[src/rtl/svm_pkg.sv]
package svm_pkg;
  localparam int NPH = 3;

  typedef logic [NPH-1:0] vec_t;

  typedef struct packed {
    vec_t va;
    vec_t vb;
    logic ord;
  } vsel_t;

  // zero vector one bit away from the given active vector
  function automatic vec_t near_zero(input vec_t v);
    int n;
    n = 0;
    for (int i = 0; i < NPH; i++) n += int'(v[i]);
    return (n <= 1) ? vec_t'(0) : {NPH{1'b1}};
  endfunction
endpackage

[src/rtl/svm_stage.sv]
module svm_stage
  import svm_pkg::*;
#(
  parameter int CW = 8
) (
  input  logic          clk,
  input  logic          rst,
  input  logic          wr_i,
  input  logic [CW-1:0] per_i,
  input  logic [CW-1:0] c1_i,
  input  logic [CW-1:0] c2_i,
  input  vsel_t         vs_i,
  input  logic          reload_i,
  output logic [CW-1:0] per_o,
  output logic [CW-1:0] c1_o,
  output logic [CW-1:0] c2_o,
  output vsel_t         vs_o
);
  logic [CW-1:0] sh_per, sh_c1, sh_c2;
  vsel_t         sh_vs;
  logic [CW-1:0] ac_per, ac_c1, ac_c2;
  vsel_t         ac_vs;

  always_ff @(posedge clk) begin
    if (rst) begin
      sh_per <= '0;
      sh_c1  <= '0;
      sh_c2  <= '0;
      sh_vs  <= '0;
    end else if (wr_i) begin
      sh_per <= per_i;
      sh_c1  <= c1_i;
      sh_c2  <= c2_i;
      sh_vs  <= vs_i;
    end
  end

  always_ff @(posedge clk) begin
    if (rst) begin
      ac_per <= '0;
      ac_c1  <= '0;
      ac_c2  <= '0;
      ac_vs  <= '0;
    end else if (reload_i) begin
      ac_per <= sh_per;
      ac_c1  <= sh_c1;
      ac_c2  <= sh_c2;
      ac_vs  <= sh_vs;
    end
  end

  // at the reload edge the staged values already steer the new period
  always_comb begin
    per_o = reload_i ? sh_per : ac_per;
    c1_o  = reload_i ? sh_c1  : ac_c1;
    c2_o  = reload_i ? sh_c2  : ac_c2;
    vs_o  = reload_i ? sh_vs  : ac_vs;
  end


  act_hold_chk: assert property (@(posedge clk) disable iff (rst)
    !reload_i |=> ($stable(ac_per) && $stable(ac_c1) && $stable(ac_c2) && $stable(ac_vs)));
endmodule

[src/rtl/svm_timer.sv]
module svm_timer #(
  parameter int CW = 8
) (
  input  logic          clk,
  input  logic          rst,
  input  logic [CW-1:0] per_i,
  output logic [CW-1:0] cnt_o,
  output logic          zero_o
);
  logic [CW-1:0] cnt_q;
  logic          up_q;

  always_ff @(posedge clk) begin
    if (rst) begin
      cnt_q <= '0;
      up_q  <= 1'b1;
    end else if (cnt_q == '0) begin
      up_q  <= 1'b1;
      cnt_q <= (per_i == '0) ? '0 : CW'(1);
    end else if (up_q) begin
      if (cnt_q >= per_i) begin
        up_q  <= 1'b0;
        cnt_q <= cnt_q - 1'b1;
      end else begin
        cnt_q <= cnt_q + 1'b1;
      end
    end else begin
      cnt_q <= cnt_q - 1'b1;
    end
  end

  assign cnt_o  = cnt_q;
  assign zero_o = (cnt_q == '0);


  peak_bound_chk: assert property (@(posedge clk) disable iff (rst)
    (cnt_q != '0) |-> (cnt_q <= per_i));


  rise_step_chk: assert property (@(posedge clk) disable iff (rst)
    (up_q && cnt_q != '0 && cnt_q < per_i) |=> (cnt_q == $past(cnt_q) + 1'b1));


  fall_step_chk: assert property (@(posedge clk) disable iff (rst)
    (!up_q && cnt_q != '0) |=> (cnt_q == $past(cnt_q) - 1'b1));
endmodule

[src/rtl/svm_pattern.sv]
module svm_pattern
  import svm_pkg::*;
#(
  parameter int CW = 8
) (
  input  logic          clk,
  input  logic          rst,
  input  logic [CW-1:0] cnt_i,
  input  logic          zero_i,
  input  logic [CW-1:0] per_i,
  input  logic [CW-1:0] c1_i,
  input  logic [CW-1:0] c2_i,
  input  vsel_t         vs_i,
  output vec_t          hs_o,
  output vec_t          ls_o,
  output logic          pend_o
);
  logic v1, v2;
  vec_t lo_v, hi_v, lead_v, trail_v, prev_v, zero_v, nxt;

  always_comb begin
    v1      = (c1_i != '0) && (c1_i < per_i);
    v2      = (c2_i != '0) && (c2_i < per_i);
    lo_v    = (vs_i.va < vs_i.vb) ? vs_i.va : vs_i.vb;
    hi_v    = (vs_i.va < vs_i.vb) ? vs_i.vb : vs_i.va;
    lead_v  = vs_i.ord ? hi_v : lo_v;
    trail_v = vs_i.ord ? lo_v : hi_v;
    prev_v  = (v1 && (!v2 || c1_i < c2_i)) ? trail_v : lead_v;
    zero_v  = near_zero(prev_v);
    if (v2 && cnt_i >= c2_i)      nxt = zero_v;
    else if (v1 && cnt_i >= c1_i) nxt = trail_v;
    else                          nxt = lead_v;
  end

  logic pend_q;
  vec_t hs_q, ls_q;

  for (genvar g = 0; g < NPH; g++) begin : g_leg
    always_ff @(posedge clk) begin
      if (rst) begin
        hs_q[g] <= 1'b0;
        ls_q[g] <= 1'b1;
      end else begin
        hs_q[g] <= nxt[g];
        ls_q[g] <= ~nxt[g];
      end
    end
  end

  always_ff @(posedge clk) begin
    if (rst) pend_q <= 1'b0;
    else     pend_q <= zero_i;
  end

  assign hs_o   = hs_q;
  assign ls_o   = ls_q;
  assign pend_o = pend_q;


  compl_chk: assert property (@(posedge clk) disable iff (rst)
    ls_q == ~hs_q);


  legal_pat_chk: assert property (@(posedge clk) disable iff (rst)
    $past(!zero_i) |-> (hs_q == $past(lead_v) || hs_q == $past(trail_v) ||
                        hs_q == '0 || hs_q == '1));
endmodule

[src/rtl/svm_seq.sv]
module svm_seq
  import svm_pkg::*;
#(
  parameter int CW = 8
) (
  input  logic          clk,
  input  logic          rst,
  input  logic          wr_i,
  input  logic [CW-1:0] per_i,
  input  logic [CW-1:0] cmp1_i,
  input  logic [CW-1:0] cmp2_i,
  input  logic [2:0]    vec_a_i,
  input  logic [2:0]    vec_b_i,
  input  logic          ord_i,
  output logic [2:0]    hs_o,
  output logic [2:0]    ls_o,
  output logic          pend_o
);
  logic [CW-1:0] e_per, e_c1, e_c2, cnt;
  vsel_t         e_vs, in_vs;
  logic          zero;

  assign in_vs = '{va: vec_a_i, vb: vec_b_i, ord: ord_i};

  svm_stage #(.CW(CW)) u_stage (
    .clk(clk), .rst(rst), .wr_i(wr_i),
    .per_i(per_i), .c1_i(cmp1_i), .c2_i(cmp2_i), .vs_i(in_vs),
    .reload_i(zero),
    .per_o(e_per), .c1_o(e_c1), .c2_o(e_c2), .vs_o(e_vs)
  );

  svm_timer #(.CW(CW)) u_timer (
    .clk(clk), .rst(rst), .per_i(e_per), .cnt_o(cnt), .zero_o(zero)
  );

  svm_pattern #(.CW(CW)) u_pat (
    .clk(clk), .rst(rst), .cnt_i(cnt), .zero_i(zero),
    .per_i(e_per), .c1_i(e_c1), .c2_i(e_c2), .vs_i(e_vs),
    .hs_o(hs_o), .ls_o(ls_o), .pend_o(pend_o)
  );
endmodule

[config.mk]
export PLATFORM = sky130hd
export DESIGN_NAME = svm_seq
export DESIGN_NICKNAME = d
export VERILOG_FILES = /design/src/rtl/svm_pkg.sv /design/src/rtl/svm_stage.sv /design/src/rtl/svm_timer.sv /design/src/rtl/svm_pattern.sv /design/src/rtl/svm_seq.sv
export SDC_FILE = /design/constraint.sdc
export NUM_CORES = 1
export LEC_CHECK = 0
export BUFFER_PORTS_ARGS = -buffer_cell sky130_fd_sc_hd__buf_2
export CORE_AREA = 8 8 104 106
export CTS_BUF_LIST = sky130_fd_sc_hd__clkbuf_8
export DETAILED_ROUTE_END_ITERATION = 10
export DIE_AREA = 0 0 112 114
export PLACE_DENSITY = 0.74
export SKIP_CTS_REPAIR_TIMING = 1
export SLEW_MARGIN = 20
export SYNTH_ARGS = -nofsm -noshare
export SYNTH_HDL_FRONTEND = slang
export SYNTH_SLANG_ARGS = --single-unit
export TNS_END_PERCENT = 100
[constraint.sdc]
create_clock -name clk -period 6.6 [get_ports clk]
set_input_delay 0.33 -clock clk [delete_from_list [all_inputs] [get_ports clk]]
set_output_delay 0.33 -clock clk [all_outputs]
set_load 0.02 [all_outputs]
==> impl_metrics.ini, run 1 <==
[floorplanning]
fp.coreArea_um2 = 9110
die-area_um2 = 12800
die_w_um = 112
io_pins = 41
start_util = 0.493
die_h_um = 114
num_rows = 35

[timing]
hold_viol = 0
finalSetupViolCount = 0
slew-limit-headroom = 0.405
rsz0062_at_grt = false
finalMaxSlewViolations = 0
clock.fmax_mhz = 169
worst_pin_slew_ns = 0.892
post-route-min-period_ns = 5.92
finalSetupTns_ns = 0
finalClockSkew_ns = 0.0137
holdWs_ns = 0.193
fin_crit_sh = 0.897
setup_slack_ns = 0.680

[power]
sw_frac_of_total = 0.430
ir_drop_mv = 0.155
p_leak_nw = 2.40
intPower_w = 0.00125
power_switching_w = 0.000946
p_seq_frac = 0.276
finalPower_w = 0.00220
clock_power_share = 0.174
comb_power_share = 0.551
p_per_area_nw_per_um2 = 442

[detailed_routing]
ant_nets = 0
routed_wirelength_um = 11300
via_per_inst = 5.82
drt_iter0_drc = 336
firstDrtPassIters = 5
vias = 3716
wl_per_cell_um = 17.7
drc = 0

[logic_synthesis]
synth-compound-area-share = 0.114
yosysTopAreaCell = dfxtp_1
yosys.area_share.simple = 0.202
post_synth_num_cell_types = 66
avgSynthCellArea_um2 = 9.18
synth_mux_area_frac = 0.143
mappedNetlistArea_um2 = 4490
synthArstFlopShare = 0
synth_seq_cells = 78
ys_seq_area_frac = 0.348
syn_inst = 489
yosysTopAreaCellShare = 0.348
synthFlopType = dfxtp_1
yosys_warnings = 0
synth-adder-area-share = 0.125
yosys-top-cells-count = 78 x dfxtp_1, 74 x nor2_1, 61 x mux2i_1
synth-xor-area-share = 0.0312
synthTopCellsByArea = dfxtp_1 35%, mux2i_1 14%, ha_1 12%
synth.most_common_cell = dfxtp_1
synth_top_family_by_area = simple AND/OR/NAND/NOR gates
synth_edf_count = 0
synth.net_count = 567

[clock_network]
clkTransAtPathRegs_ns = 0.10
cts.htree.levels = 3
cts.sinks = 78
cts-root-buf = clkbuf_8
cts.path.max_buffers = 2
insertion_delay_ns = 0.36
cts_buffers = 9
cts_tree = built

[setup_path]
crit_fanout = 34
path_cells = inv_1 > ha_1 > nor2b_1 > nand3_4 > mux2i_1 > ha_1 > and3_1 > a221oi_1 > o211ai_1 > a211oi_1 > o31a_4 > xnor2_2 > mux4_2 > ha_1 > nor3b_1 > o311ai_2 > o211ai_2 > o21ai_0
start_kind = flip-flop
worstSetupEndpointType = flip-flop
r2r-end = u_pat.ls_o[2]
slowest_delay_ns = 0.72
worstPathRequired_ns = 6.85
cpLargestDelayFamily = compound AO/OA/AOI/OAI gates
crit_buf_inv = 1
worst_path_max_delay_cell = mux2i_1
arrival_ns = 6.17
r2r_cells = 18
cpMostUsedCell = ha_1
regToRegSetupSlack_ns = 0.68
regToRegStartpoint = u_timer.cnt_o[0]
critical_path_class = reg -> reg

[hold_path]
min_from = vec_b_i[2]
min_to = u_stage.sh_vs[3]
hold_depth = 3
min_path_type = in -> reg

[placed_design]
gp_congestion = 0.942
placed_cell_area_um2 = 4760
hpwl_um = 8580
post-place-ws_ns = 0.816
numPortBuffers = 40

[cells_and_area]
fin_area_um2 = 4970
drive_gt1_frac = 0.142
final_nets = 601
num-fill-cells = 847
area.growth.synth_to_final_pct = 10.7
num_antenna_cells = 0

[run]
maxCapViolCount = 0

[global_route]
grt_pass1_vias = 3765
grt_max_degree = 69
grt_usage = 0.185
antenna_found_initial = 0
overflow = 0
grt_pass1_wl_um = 19000

[run_status]
status = finished, final reports clean
## area by class of cell
class | count | area [µm²] | share of cell area
repair buffers | 42 | 215 | 0.0433
well taps | 111 | 139 | 0.0279
clock buffers | 9 | 124 | 0.0249
clock inverters | 7 | 82.6 | 0.0166
flip-flops and latches | 78 | 1560 | 0.314
inverters | 23 | 86.3 | 0.0174
multi-input cells | 369 | 2760 | 0.556
## metal layers
layer | global-route usage | part of all wire | vias up
met1 | 0.228 | 0.45 | 1742
li1 | - | - | 1806
met5 | 0 | 0 | -
met4 | 0.0890 | 0.035 | 0
met3 | 0.0444 | 0.068 | 33
met2 | 0.296 | 0.45 | 135
## tightest hold or removal path: stages
cell and delay [ns]:
buf_2 0.07, mux2i_1 0.05, nor2_1 0.07
## logic make-up after synthesis
logic type	count (synthesis)
DFF	78
buffers and inverters	42
and+or+nand+nor	177
muxes	63
xor gates and xnor gates	13
AOI/OAI and AO/OA	71
adders and majority gates	45
## cells in the final DEF, fill, tap and decap left out, drive strengths merged, types with 3 or more instances in the layout
cell type	count
a211oi	5
a21o	6
a21oi	12
a31oi	5
and3	8
buf	42
clkbuf	9
dfxtp	78
ha	44
inv	25
mux2i	61
nand2	25
nand2b	12
nand3	9
nand4	4
nand4b	3
nor2	74
nor2b	11
nor3b	3
nor4	12
o211ai	5
o21a	4
o21ai	18
or4	3
xnor2	8
xor2	5
## state kept, by name, indices dropped and copies added, names as in the netlist
register / cells
u_timer.up_q: 1
u_pat.pend_o: 1
u_stage.ac_vs: 7
u_pat.ls_o: 3
u_stage.ac_c1: 8
u_stage.sh_vs: 7
u_stage.sh_c2: 8
u_stage.sh_c1: 8
u_pat.hs_o: 3
u_stage.ac_c2: 8
u_timer.cnt_o: 8
u_stage.ac_per: 8
u_stage.sh_per: 8
## metrics by stage
stage	util	instances
after floorplan	-	489
after global placement	0.523	623
after detailed placement	0.523	623
after CTS	0.546	639
after global routing	0.546	639
final	0.546	639
## how the worst max path moves through the flow
| stage | cells past startpoint | to | from |
|---|---|---|---|
| detailed placement | 18 | u_pat.ls_o[2] | u_timer.cnt_o[0] |
| finish | 18 | u_pat.ls_o[2] | u_timer.cnt_o[0] |
| floorplan | 21 | u_pat.ls_o[2] | u_timer.cnt_o[1] |
| global placement | 18 | u_pat.ls_o[2] | u_timer.cnt_o[0] |
| CTS | 18 | u_pat.ls_o[2] | u_timer.cnt_o[0] |
| global route | 18 | u_pat.ls_o[2] | u_timer.cnt_o[0] |
## power by group through the flow
stage	Clock [W]	Sequential, W	Combinational, W
2_1_floorplan	0	0.000593	0.000964
3_3_place_gp	0	0.000611	0.00116
3_5_place_dp	0	0.000615	0.00119
4_1_cts	0.000387	0.000604	0.00120
5_1_grt	0.000406	0.000613	0.00135
6_report	0.000382	0.000606	0.00121
No activity file was read; power rests on OpenSTA's default activity.
==> inputs of run 2 (changes only) <==
ABC_AREA = 1   (was not set)
HOLD_SLACK_MARGIN = 0.03   (was not set)
==> run 2 against run 1 <==
Count of clock-buffer cells in the layout unchanged. First-iteration DRC count decreased by 15%. Routed wire length decreased by 3.8%. Maximum frequency increased by 38%. Register-to-register slack improved by 1.6 ns. Cell count increased by 19%. Combinational power increased by 60%. Critical path type unchanged. Largest cell class unchanged. Highest routed layer unchanged.
==> impl_metrics.ini, run 2 <==
[placed_design]
post-place-ws_ns = 2.35
dp_cells = 747
numPortBuffers = 40
placed_cell_area_um2 = 4700
hpwl_um = 8070
gp_congestion = 0.924

[timing]
clock.fmax_mhz = 232
slew-limit-headroom = 0.294
finalSetupTns_ns = 0
rsz0062_at_grt = false
finalMaxSlewViolations = 0
finalSetupViolCount = 0
worst_pin_slew_ns = 1.06
post-route-min-period_ns = 4.30
setup_slack_ns = 2.30
finalClockSkew_ns = 0.0116
hold_viol = 0
fin_crit_sh = 0.652

[clock_network]
cts_buffers = 9
insertion_delay_ns = 0.36
cts.sinks = 78
cts-root-buf = clkbuf_8
cts_tree = built
cts.path.max_buffers = 2
cts.htree.levels = 3
clkTransAtPathRegs_ns = 0.09

[logic_synthesis]
synth_edf_count = 0
synth-adder-area-share = 0.123
yosys.area_share.simple = 0.254
synth_mux_area_frac = 0.0182
avgSynthCellArea_um2 = 7.27
yosysTopAreaCell = dfxtp_1
mappedNetlistArea_um2 = 4480
synthTopCellsByArea = dfxtp_1 35%, ha_1 12%, nand2_1 11%
synth_top_family_by_area = simple AND/OR/NAND/NOR gates
yosysTopAreaCellShare = 0.349
ys_seq_area_frac = 0.349
synth-compound-area-share = 0.153
synth-xor-area-share = 0.0195
synthFlopType = dfxtp_1
post_synth_num_cell_types = 39
synth_seq_cells = 78
synth.net_count = 694
syn_inst = 616
synth.most_common_cell = nand2_1
yosys-top-cells-count = 129 x nand2_1, 94 x nor2_1, 78 x dfxtp_1
yosys_warnings = 0
synthArstFlopShare = 0

[floorplanning]
start_util = 0.492
die_w_um = 112
die-area_um2 = 12800
num_rows = 35
die_h_um = 114
io_pins = 41
fp.coreArea_um2 = 9110

[setup_path]
crit_fanout = 22
worst_path_max_delay_cell = nor2_2
path_cells = inv_1 > ha_1 > nand2_1 > nor2_2 > o21ai_0 > ha_1 > inv_1 > a21oi_1 > nand2_2 > o21ai_0 > mux2i_1 > mux2_2 > ha_1 > nand3_2 > nand3_2 > nand2_1 > nor2_1
arrival_ns = 4.53
slowest_delay_ns = 0.82
worstPathRequired_ns = 6.83
cpMostUsedCell = ha_1
start_kind = flip-flop
worstSetupEndpointType = flip-flop
critical_path_class = reg -> reg

[detailed_routing]
drt_iter0_drc = 287
routed_wirelength_um = 10900
vias = 3981
firstDrtPassIters = 5
via_per_inst = 5.22
wl_per_cell_um = 14.3
ant_nets = 0
drc = 0

[cells_and_area]
num-fill-cells = 874
drive_gt1_frac = 0.135
final_nets = 725
multiInputGateArea_um2 = 2540
area.growth.synth_to_final_pct = 9.44
fin_area_um2 = 4900
layout_common_cells = 129 x nand2_1, 94 x nor2_1, 78 x dfxtp_1
layout.area.seq_um2 = 1560
num_antenna_cells = 0
fin_cells = 763
layout.cells.most_common = nand2_1

[power]
p_per_area_nw_per_um2 = 601
ir_drop_mv = 0.178
p_leak_nw = 2.37
finalPower_w = 0.00295

[global_route]
grt_pass1_vias = 3652
grt_max_degree = 42
antenna_found_initial = 0
overflow = 0
grt_pass1_wl_um = 17900
grt_usage = 0.172

[run_status]
status = finished, final reports clean

[hold_path]
min_path_type = in -> reg

[run]
maxCapViolCount = 0
-- run 2: final timing paths --
kind | from | endpoint | slack (ns) | depth (start not counted)
worst max-delay path | u_timer.cnt_o[0] | u_pat.hs_o[2] | 2.30 | 17
worst min-delay path | cmp2_i[0] | u_stage.sh_c2[0] | 0.19 | 3
worst max register to register | u_timer.cnt_o[0] | u_pat.hs_o[2] | 2.30 | 17
worst min register to register | u_stage.sh_vs[4] | u_stage.sh_vs[4] | 0.47 | 2
-- run 2: logic make-up after synthesis --
logic type,after synthesis
buf+inv,88
compound gates,121
xor+xnor,10
flops,78
fa+ha+maj,44
simple gates,267
mux,8
-- run 2: cell type report --
class | count | area share
multi-input cells | 450 | 0.518
flip-flops and latches | 78 | 0.318
inverters | 67 | 0.0513
repair buffers | 41 | 0.0424
well taps | 111 | 0.0283
clock buffers | 9 | 0.0253
clock inverters | 7 | 0.0161
-- run 2: per-layer routing --
metal / part of all wire / GRT usage / up-vias
li1: - / - / 2052
met1: 0.47 / 0.220 / 1825
met2: 0.46 / 0.276 / 91
met3: 0.059 / 0.0391 / 13
met4: 0.015 / 0.0638 / 0
met5: 0 / 0 / -
-- run 2: worst max-delay path, delay by kind of cell (launching register included) --
kind,cells,cell delay (ns)
simple gates,7,1.37
flops,1,0.34
fa+ha+maj,3,1.01
compound gates,3,0.77
buf+inv,2,0.23
mux,2,0.45
-- run 2: report_power, final --
| part | internal (W) | switching (W) |
|---|---|---|
| clock network | 0.000179 | 0.000194 |
| registers | 0.000578 | 0.0000671 |
| logic | 0.000682 | 0.00125 |
-- run 2: metrics by stage --
stage	hold slack [ns]	util
finish	0.186	0.538
CTS	0.177	0.538
detailed placement	0.457	0.516
global placement	0.454	0.516
floorplan	0.434	-
global route	0.181	0.538
==> inputs of run 3 (changes only) <==
clock period = 4.3 ns   (was 6.6 ns; I/O delays follow)
==> run 3 against run 2 <==
Critical path depth did not move. Setup slack got worse by 1.9 ns. Clock skew rose by 0.00064 ns. Power rose by 53%. Clock power rose by 38%. Non-clock buffer count rose by 2. Routed wire length rose by 0.39%. Die area did not move. Combinational power rose by 55%. Hold slack got worse by 0.12 ns. Maximum frequency rose by 8.9%. Critical path type unchanged. Critical endpoint unchanged. Largest cell class unchanged.
==> impl_metrics.ini, run 3 (synthesis gave the netlist of run 2 again) <==
[run_status]
status = finished, final reports clean

[detailed_routing]
vias = 3971
drc = 0
via_per_inst = 5.19
wl_per_cell_um = 14.3
routed_wirelength_um = 10900
ant_nets = 0
firstDrtPassIters = 4
drt_iter0_drc = 324

[setup_path]
critical_path_class = reg -> reg
slowest_delay_ns = 0.50
cpMostUsedCell = ha_1
crit_fanout = 27
arrival_ns = 4.18
worstSetupEndpointType = flip-flop
worst_path_max_delay_cell = mux2i_1
worstPathRequired_ns = 4.53
cpLargestDelayFamily = simple AND/OR/NAND/NOR gates
crit_buf_inv = 1
path_cells = inv_1 > ha_1 > nand2_4 > nor2_8 > mux2i_1 > ha_1 > a21oi_1 > o21ai_0 > a21oi_1 > nand3_1 > nand2_2 > mux2_2 > ha_1 > nand3_2 > nand3_2 > nand2_1 > nor2_1
start_kind = flip-flop

[timing]
hold_viol = 0
worst_pin_slew_ns = 0.944
fin_crit_sh = 0.919
clock.fmax_mhz = 253
slew-limit-headroom = 0.353
finalSetupTns_ns = 0
finalMaxSlewViolations = 0
post-route-min-period_ns = 3.95
finalClockSkew_ns = 0.0122
setup_slack_ns = 0.350
finalSetupViolCount = 0
rsz0062_at_grt = false

[run]
maxCapViolCount = 0

[cells_and_area]
area.growth.synth_to_final_pct = 9.22
layout_common_cells = 129 x nand2_1, 94 x nor2_1, 78 x dfxtp_1
num-fill-cells = 868
drive_gt1_frac = 0.136
multiInputGateArea_um2 = 2540
num_antenna_cells = 0
layout.area.seq_um2 = 1560
postLayoutCoreUtil = 0.537
final_nets = 727
layout.cells.most_common = nand2_1

[clock_network]
insertion_delay_ns = 0.36
cts_tree = built
cts_buffers = 9
cts.sinks = 78
cts.path.max_buffers = 2
clkTransAtPathRegs_ns = 0.09
cts.htree.levels = 3
cts-root-buf = clkbuf_8

[floorplanning]
fp.coreArea_um2 = 9110
num_rows = 35
die-area_um2 = 12800
die_w_um = 112
die_h_um = 114
start_util = 0.492
io_pins = 41

[power]
p_leak_nw = 2.38
p_seq_frac = 0.221
ir_drop_mv = 0.301
intPower_w = 0.00217
p_per_area_nw_per_um2 = 921
power_switching_w = 0.00233
sw_frac_of_total = 0.518
comb_power_share = 0.665
clock_power_share = 0.114

[placed_design]
numPortBuffers = 40
hpwl_um = 8160
post-place-ws_ns = 0.363
gp_congestion = 0.896

[global_route]
grt_usage = 0.176
grt_max_degree = 42
grt_pass1_wl_um = 18300
grt_pass1_vias = 3766
antenna_found_initial = 0
overflow = 0

[hold_path]
min_path_type = in -> reg
-- run 3: changes by cell type in the layout (fill, tap and decap cells not counted) --
cell        delta
clkinv_4       +2
clkinv_2       +2
bufinv_16      -1
clkinvlp_4     -3
clkinv_1       +1
buf_4          +2
inv_2          -1
-- run 3: layout make-up --
class,instances,area share
Multi-Input combinational cell,450,0.519
Tap cell,111,0.0284
Clock inverter,7,0.0110
Sequential cell,78,0.319
Timing Repair Buffer,43,0.0455
Clock buffer,9,0.0253
Inverter,67,0.0514
-- run 3: power by group through the flow --
stage               clock network [W]  registers, W  logic [W]
finish                       0.000513      0.000996    0.00300
global route                 0.000551       0.00101    0.00342
CTS                          0.000518      0.000995    0.00299
detailed placement                  0       0.00101    0.00296
global placement                    0       0.00100    0.00287
floorplan                           0      0.000998    0.00235
-- run 3: per-layer routing --
metal	share of wire	track usage	vias to the layer above
met3	0.052	0.0317	18
li1	-	-	2059
met1	0.48	0.226	1799
met4	0.019	0.0737	0
met2	0.45	0.286	95
met5	0	0	-
-- run 3: path summary, 6_finish.rpt --
check	start	to	slack (ns)	cells past startpoint
min	vec_a_i[1]	u_stage.sh_vs[5]	0.07	3
max	u_timer.cnt_o[0]	u_pat.hs_o[2]	0.35	17
max reg2reg	u_timer.cnt_o[0]	u_pat.hs_o[2]	0.35	17
min reg2reg	u_stage.sh_per[3]	u_stage.sh_per[3]	0.47	2
-- run 3: worst register-to-register path: cells and delay by family (launching register included) --
family          cells  cell delay (ns)
simple gates        8             1.08
fa+ha+maj           3             0.97
mux                 2             0.85
compound gates      3             0.43
flops               1             0.34
buf+inv             1             0.17
-- run 3: per-stage QoR --
step                cells  total power, W  instance area [µm²]  hold WS, ns
global placement      749         0.00387                 4720        0.437
CTS                   765         0.00450                 4890       0.0617
floorplan             616         0.00334                 4480        0.350
global route          765         0.00498                 4890       0.0720
detailed placement    749         0.00398                 4720        0.442
finish                765         0.00451                 4890       0.0676
